--- config.mk ---
export PLATFORM = sky130hd
export DESIGN_NAME = gpio_bank_ctrl
export DESIGN_NICKNAME = d
export VERILOG_FILES = /design/src/rtl/gpio_pkg.sv /design/src/rtl/gpio_addr_dec.sv /design/src/rtl/gpio_sync.sv /design/src/rtl/gpio_bank.sv /design/src/rtl/gpio_bank_ctrl.sv
export SDC_FILE = /design/constraint.sdc
export NUM_CORES = 1
export LEC_CHECK = 0
export BUFFER_PORTS_ARGS = -buffer_cell sky130_fd_sc_hd__buf_2
export CAP_MARGIN = 5
export CORE_ASPECT_RATIO = 1.75
export CORE_MARGIN = 4
export CORE_UTILIZATION = 60
export DETAILED_ROUTE_END_ITERATION = 8
export GPL_TIMING_DRIVEN = 0
export PLACE_DENSITY = 0.92
export SETUP_SLACK_MARGIN = 0.2
export SLEW_MARGIN = 20
export SYNTH_ARGS = -nofsm -noshare
export SYNTH_HDL_FRONTEND = slang
export SYNTH_SLANG_ARGS = --single-unit
--- constraint.sdc ---
create_clock -name clk -period 7.2 [get_ports clk]
set_clock_uncertainty 0.05 [all_clocks]
set_input_delay 0.72 -clock clk [delete_from_list [all_inputs] [get_ports clk]]
set_output_delay 0.72 -clock clk [all_outputs]
set_load 0.01 [all_outputs]
--- src/rtl/gpio_pkg.sv ---
package gpio_pkg;
  localparam int unsigned WORD_W = 32;
  localparam int unsigned HALF_W = WORD_W / 2;

  typedef enum logic [2:0] {
    RK_NONE,
    RK_MD_LO,
    RK_MD_HI,
    RK_LEVEL,
    RK_DIR,
    RK_OE
  } reg_kind_e;

  function automatic logic [WORD_W-1:0] valid_mask(input int unsigned pins);
    logic [WORD_W-1:0] m;
    m = '0;
    for (int unsigned i = 0; i < WORD_W; i++) begin
      if (i < pins) m[i] = 1'b1;
    end
    return m;
  endfunction
endpackage

--- src/rtl/gpio_addr_dec.sv ---
module gpio_addr_dec
  import gpio_pkg::*;
#(
  parameter int unsigned NUM_BANKS = 4,
  parameter int unsigned ADDR_W    = 12,
  localparam int unsigned BANK_IW  = (NUM_BANKS > 1) ? $clog2(NUM_BANKS) : 1
) (
  input  logic [ADDR_W-1:0]  addr,
  output reg_kind_e          kind,
  output logic [BANK_IW-1:0] bank
);
  always_comb begin
    kind = RK_NONE;
    bank = '0;
    for (int unsigned b = 0; b < NUM_BANKS; b++) begin
      if (addr == ADDR_W'(8 * b)) begin
        kind = RK_MD_LO; bank = BANK_IW'(b);
      end else if (addr == ADDR_W'(8 * b + 4)) begin
        kind = RK_MD_HI; bank = BANK_IW'(b);
      end else if (addr == ADDR_W'(32'h060 + 4 * b)) begin
        kind = RK_LEVEL; bank = BANK_IW'(b);
      end else if (addr == ADDR_W'(32'h204 + 32'h40 * b)) begin
        kind = RK_DIR; bank = BANK_IW'(b);
      end else if (addr == ADDR_W'(32'h208 + 32'h40 * b)) begin
        kind = RK_OE; bank = BANK_IW'(b);
      end
    end
  end
endmodule

--- src/rtl/gpio_sync.sv ---
module gpio_sync #(
  parameter int unsigned W = 32
) (
  input  logic         clk,
  input  logic         rst,
  input  logic [W-1:0] din,
  output logic [W-1:0] dout
);
  logic [W-1:0] stage1;

  always_ff @(posedge clk) begin
    if (rst) begin
      stage1 <= '0;
      dout   <= '0;
    end else begin
      stage1 <= din;
      dout   <= stage1;
    end
  end
endmodule

--- src/rtl/gpio_bank.sv ---
module gpio_bank
  import gpio_pkg::*;
#(
  parameter int unsigned     PINS      = 32,
  parameter logic [31:0]     LOCK_MASK = 32'h0
) (
  input  logic              clk,
  input  logic              rst,
  input  logic              wr_lo,
  input  logic              wr_hi,
  input  logic              wr_dir,
  input  logic              wr_oe,
  input  logic [WORD_W-1:0] wdata,
  output logic [WORD_W-1:0] out_q,
  output logic [WORD_W-1:0] dir_q,
  output logic [WORD_W-1:0] oe_q
);
  localparam logic [WORD_W-1:0] VALID = valid_mask(PINS);

  logic [HALF_W-1:0] keep, newd;
  logic [WORD_W-1:0] out_d;

  assign keep = wdata[WORD_W-1:HALF_W];
  assign newd = wdata[HALF_W-1:0];

  always_comb begin
    out_d = out_q;
    if (wr_lo) out_d[HALF_W-1:0]      = (out_q[HALF_W-1:0] & keep) | (newd & ~keep);
    if (wr_hi) out_d[WORD_W-1:HALF_W] = (out_q[WORD_W-1:HALF_W] & keep) | (newd & ~keep);
  end

  always_ff @(posedge clk) begin
    if (rst) begin
      out_q <= '0;
      dir_q <= '0;
      oe_q  <= '0;
    end else begin
      out_q <= out_d & VALID;
      if (wr_dir) dir_q <= (wdata | (dir_q & LOCK_MASK)) & VALID;
      if (wr_oe)  oe_q  <= wdata & VALID;
    end
  end

  AST_MASK_HOLD_LO: assert property (@(posedge clk) disable iff (rst)
    wr_lo |=> (((out_q[HALF_W-1:0] ^ $past(out_q[HALF_W-1:0])) & $past(wdata[WORD_W-1:HALF_W])) == '0));
  AST_MASK_HOLD_HI: assert property (@(posedge clk) disable iff (rst)
    wr_hi |=> (((out_q[WORD_W-1:HALF_W] ^ $past(out_q[WORD_W-1:HALF_W])) & $past(wdata[WORD_W-1:HALF_W])) == '0));
  AST_IDLE_STABLE: assert property (@(posedge clk) disable iff (rst)
    !(wr_lo || wr_hi || wr_dir || wr_oe) |=> ($stable(out_q) && $stable(dir_q) && $stable(oe_q)));

  generate
    if (LOCK_MASK != '0) begin : g_lock_chk
      AST_DIR_LOCK: assert property (@(posedge clk) disable iff (rst)
        1'b1 |=> ((LOCK_MASK & VALID & $past(dir_q) & ~dir_q) == '0));
    end
  endgenerate
endmodule

--- src/rtl/gpio_bank_ctrl.sv ---
module gpio_bank_ctrl
  import gpio_pkg::*;
#(
  parameter int unsigned NUM_BANKS = 4,
  parameter int unsigned ADDR_W    = 12,
  parameter logic [NUM_BANKS*8-1:0] BANK_PINS = {8'd32, 8'd32, 8'd22, 8'd32},
  parameter logic [31:0] BANK0_LOCK = 32'h0000_0180
) (
  input  logic                        clk,
  input  logic                        rst,
  input  logic                        bus_wr,
  input  logic                        bus_rd,
  input  logic [ADDR_W-1:0]           bus_addr,
  input  logic [31:0]                 bus_wdata,
  output logic [31:0]                 bus_rdata,
  input  logic [NUM_BANKS*WORD_W-1:0] pin_in,
  output logic [NUM_BANKS*WORD_W-1:0] pin_out,
  output logic [NUM_BANKS*WORD_W-1:0] pin_oe
);
  localparam int unsigned BANK_IW = (NUM_BANKS > 1) ? $clog2(NUM_BANKS) : 1;

  reg_kind_e                      kind;
  logic [BANK_IW-1:0]             bank;
  logic [NUM_BANKS*WORD_W-1:0]    level;
  logic [NUM_BANKS-1:0][WORD_W-1:0] out_a, dir_a, oe_a, valid_a;
  logic [WORD_W-1:0]              rd_val;

  gpio_addr_dec #(.NUM_BANKS(NUM_BANKS), .ADDR_W(ADDR_W)) u_dec (
    .addr(bus_addr), .kind(kind), .bank(bank)
  );

  gpio_sync #(.W(NUM_BANKS*WORD_W)) u_sync (
    .clk(clk), .rst(rst), .din(pin_in), .dout(level)
  );

  generate
    for (genvar b = 0; b < NUM_BANKS; b++) begin : g_bank
      localparam int unsigned PINS = int'(BANK_PINS[b*8 +: 8]);
      localparam logic [31:0] LOCK = (b == 0) ? BANK0_LOCK : 32'h0;
      logic sel;
      assign sel = bus_wr && (bank == BANK_IW'(b));

      gpio_bank #(.PINS(PINS), .LOCK_MASK(LOCK)) u_bank (
        .clk(clk), .rst(rst),
        .wr_lo (sel && kind == RK_MD_LO),
        .wr_hi (sel && kind == RK_MD_HI),
        .wr_dir(sel && kind == RK_DIR),
        .wr_oe (sel && kind == RK_OE),
        .wdata(bus_wdata),
        .out_q(out_a[b]), .dir_q(dir_a[b]), .oe_q(oe_a[b])
      );

      assign valid_a[b]               = valid_mask(PINS);
      assign pin_out[b*WORD_W +: WORD_W] = out_a[b];
      assign pin_oe[b*WORD_W +: WORD_W]  = dir_a[b] & oe_a[b];
    end
  endgenerate

  always_comb begin
    case (kind)
      RK_LEVEL: rd_val = level[bank*WORD_W +: WORD_W] & valid_a[bank];
      RK_DIR:   rd_val = dir_a[bank];
      RK_OE:    rd_val = oe_a[bank];
      default:  rd_val = '0;
    endcase
  end

  always_ff @(posedge clk) begin
    if (rst) bus_rdata <= '0;
    else     bus_rdata <= bus_rd ? rd_val : '0;
  end

  AST_WO_READ_ZERO: assert property (@(posedge clk) disable iff (rst)
    (bus_rd && (kind == RK_MD_LO || kind == RK_MD_HI || kind == RK_NONE)) |=> (bus_rdata == '0));
endmodule

==> results.md <==
- The synthesized netlist cell count is 2794.
- After synthesis, the largest area contributor takes up 50.0% of total cell area.
- The critical path's slowest cell is sky130_fd_sc_hd__buf_1.
- Setup repair after global routing left no endpoint under its margin.
- Counting instances, the worst hold path has a depth of 2.
- The total inserted antenna cells is 0.
- Power comes to 0.00675 W.
- The synthesis-stage register bit count is 622.
- In the routed design, unresolved DRC markers number 0.
- The endpoint kind of the worst setup timing path is a flop.
- The count of final hold-check violations is 0.
- Sorting the synthesized cells by area gives the leading types as sky130_fd_sc_hd__dfxtp_1, sky130_fd_sc_hd__nor2b_1, sky130_fd_sc_hd__nand2_1.
- The largest stage delay on the critical path is 0.86 ns.
- The post-synthesis instance area is between 20000 and 25000 um2.
- Entering global routing, the biggest net connects 19 pins.
- The number of global-route vias before repair is 23700.
- The number of vias after detailed routing is 24200.
- The kind of start point of the critical path is a primary input.
- Once the floorplan was initialized, standard cells occupied 60.8% of the core.
- The number of gates resized after CTS was 0.
- For the worst setup path, the data arrival time is a little under 5 ns.
- The primary flip-flop cell chosen by synthesis mapping is sky130_fd_sc_hd__dfxtp_1.
- During placement, the flow inserted port buffers numbering 415.
- The required time of the worst setup path is 7.65 ns.
- The terminus of the critical flop-to-flop path is bus_rdata[14].
- The routed wirelength normalized by instance count is 25.6 um.
- For this run, the total global-route usage over all layers was measured as 42.2%.
- In the routed layout, each cell is associated on average with a via count of 6.25.
- The tree is rooted in a sky130_fd_sc_hd__clkbuf_16.
- The worst-case IR drop observed on VDD is ~370 uV.
- The hold path endpoint is u_sync.stage1[73].
- For this design, the CTS-stage hold fixing added 0 buffers.
- The count of pins over their slew limit is 0.
- The proportion of register bits with asynchronous set or reset after synthesis is 0%.
- After floorplanning, the core was divided into 98 placement rows.
- The maximum count of clock buffers along a single path is 3.
- The run finished with clean final reports.
- The normalized max-slew margin is between 10% and 20%.
- The die extent in y is 278 um.
- The first global-routing pass estimated 144 mm of wire.
- After the last flow step, the layout net total stands at around 3500.
- For flop-to-flop paths, the worst setup slack is slightly below 6 ns.
- Summed over all cells, the static leakage comes to 11.6 nW.
- By instance count, the cell type seen most on the critical path is sky130_fd_sc_hd__clkbuf_1.
- By count the netlist is led by sky130_fd_sc_hd__dfxtp_1, sky130_fd_sc_hd__nand2_1, sky130_fd_sc_hd__nor2b_1.
- The number of antenna violations at the first check in global routing is 2.
- In this run the most critical hold path is launched from pin_in[73].
- The clock tree from TritonCTS is done.
- The number of buffers inserted to repair setup after CTS is 0.
- The setup TNS is 0 ns.
- The share of the cycle needed by the critical path after routing is 60.6%.
- The number of flops mapped to enable cells by yosys is 0.
- The final count of negative-setup-slack endpoints is 0.
- The final global-route overflow total is 0.
- The number of fillers in the final layout is 3143.
- The first-iteration detailed-routing DRC count is 3462.
- The pin slew with the least headroom to its limit is 1.25 ns.
- The worst setup path is of the primary input to flop kind.
- The worst register-to-register path has a depth of 3.
- The number of violations of the max-capacitance limit is 0.
- The floorplan step set the die width to 162 um.
- The ratio of total power to cell area is 229 nW/um2.
- The global placer's final weighted congestion is ~1.0.
- The type of the tightest min-delay check is primary input to flop.
- The detail route stage leaves a number of antenna-violating nets equal to 0.
- The total wirelength of the detailed-routed design is 99.0 mm.
- Clock tree synthesis found a total of 622 sinks.
- The most instantiated library cell after synthesis is sky130_fd_sc_hd__dfxtp_1.
- The sequential share of the synthesized area is 50.0%.
- After synthesis, the mean cell area works out to 8.92 um2.
- The number of H-tree branching levels is 2.
- Along the worst path, the maximum fanout reaches 10.
- The I/O pin count is 464.
- The core region is 41000 um2.
- Cells with a size suffix above 1 make up between 20 and 25% of the layout.
- Derived from the worst setup path, the maximum achievable clock frequency is 229 MHz.
- The cell type with the highest aggregate area in the netlist is sky130_fd_sc_hd__dfxtp_1.
- The layout-stage area growth over the synthesis result is 18.3%.
- The clock-pin slew of the registers on the worst-case setup and hold paths is ~0.070 ns.
- The yosys synthesis warning count is 0.
- The number of distinct library cells after synthesis is 65.
- At the later pin of the worst-skew pair, clock insertion delay measures 0.60 ns.
- The minimum clock period after layout is 4.37 ns.
- The first-pass iteration count of the detailed router is 6.
- The worst register-to-register path begins at u_sync.dout[14].
- The area enclosed by the die boundary is around 45000 um2.
- Buffers inserted during clock tree synthesis total 51.
- The critical path goes through clkbuf_1, xnor2_1, nor4_1, nor2_1, clkbuf_1, buf_1, nand3_1, nand4_1, o2bb2ai_1.
- The HPWL after detailed placement is between 70 and 80 mm.
## power by group
group | internal [W] | switching [W] | leakage (nW)
Combinational | 0.000108 | 0.000218 | 5.70
Clock | 0.00157 | 0.00133 | 0.822
Sequential | 0.00350 | 0.0000180 | 5.06
Total | 0.00518 | 0.00157 | 11.6
## worst max-delay path: cells and delay by family
family	cells	cell delay (ns)
buf+inv	3	1.80
compound gates	1	0.16
simple gates	4	1.43
xor+xnor	1	0.69
## layout make-up
class	count	area, um2	share of cell area [%]
timing repair buffer	416	2090	7.08
multi-input combinational	1914	11300	38.3
clock inverter	22	246	0.836
clock buffer	71	1460	4.96
sequential	622	12500	42.2
buffer	276	1260	4.26
inverter	1	3.75	0.0127
tap	550	688	2.33
## layer usage
layer / up-vias / track usage (%) / wire (um)
met5: - / 0 / 13
met4: 2 / 39.9 / 11900
met3: 660 / 10.0 / 10600
met2: 2002 / 69.8 / 46000
met1: 11100 / 43.0 / 30500
li1: 10500 / - / -
## layout by cell type (no fill, tap or decap), types with 71 or more instances in the layout
cell and instances:
sky130_fd_sc_hd__a21oi_1 234, sky130_fd_sc_hd__nand2b_1 122, sky130_fd_sc_hd__clkbuf_1 170, sky130_fd_sc_hd__a22oi_1 71, sky130_fd_sc_hd__dfxtp_1 622, sky130_fd_sc_hd__nor2b_1 269
sky130_fd_sc_hd__nand3_1 76, sky130_fd_sc_hd__nand2_1 377, sky130_fd_sc_hd__buf_2 481, sky130_fd_sc_hd__o21ai_0 119, sky130_fd_sc_hd__mux2i_1 98, sky130_fd_sc_hd__and2_1 121
## how the worst max path moves through the flow
stage                       startpoint                         to  slack, ns  cells after the start
final                      bus_addr[2]               bus_rdata[4]       2.83                      9
after global routing       bus_addr[2]               bus_rdata[4]       2.93                      9
after CTS                  bus_addr[2]               bus_rdata[6]       3.31                      9
after detailed placement   bus_addr[2]               bus_rdata[6]       2.76                      9
after global placement     bus_addr[2]               bus_rdata[6]       2.72                      9
after floorplan           bus_addr[11]  g_bank[2].u_bank.oe_q[10]       4.15                      9
## metrics by stage
step | hold WS (ns) | instance area (um2) | util (%) | std cells | setup slack (ns)
3_5_place_dp | 0.370 | 27800 | 67.8 | 3779 | 2.76
4_1_cts | 0.269 | 29500 | 72.0 | 3872 | 3.31
2_1_floorplan | 0.364 | 25000 | - | 2813 | 4.15
5_1_grt | 0.276 | 29500 | 72.0 | 3872 | 2.93
3_3_place_gp | 0.365 | 27800 | 67.8 | 3778 | 2.72
6_report | 0.279 | 29500 | 72.0 | 3872 | 2.83
## cell families (layout without fill, tap and decap cells)
family                    Yosys count  count (layout)  synth area share, %
and+or+nand+nor                  1161            1161                 24.5
AOI/OAI and AO/OA                 634             634                 16.5
DFF                               622             622                 50.0
buffers and inverters             277             786                 5.06
muxes                              98              98                 3.94
other                               1              20               0.0151
xor gates and xnor gates            1               1               0.0352
Note: power is estimated with default switching activity, not from simulation.
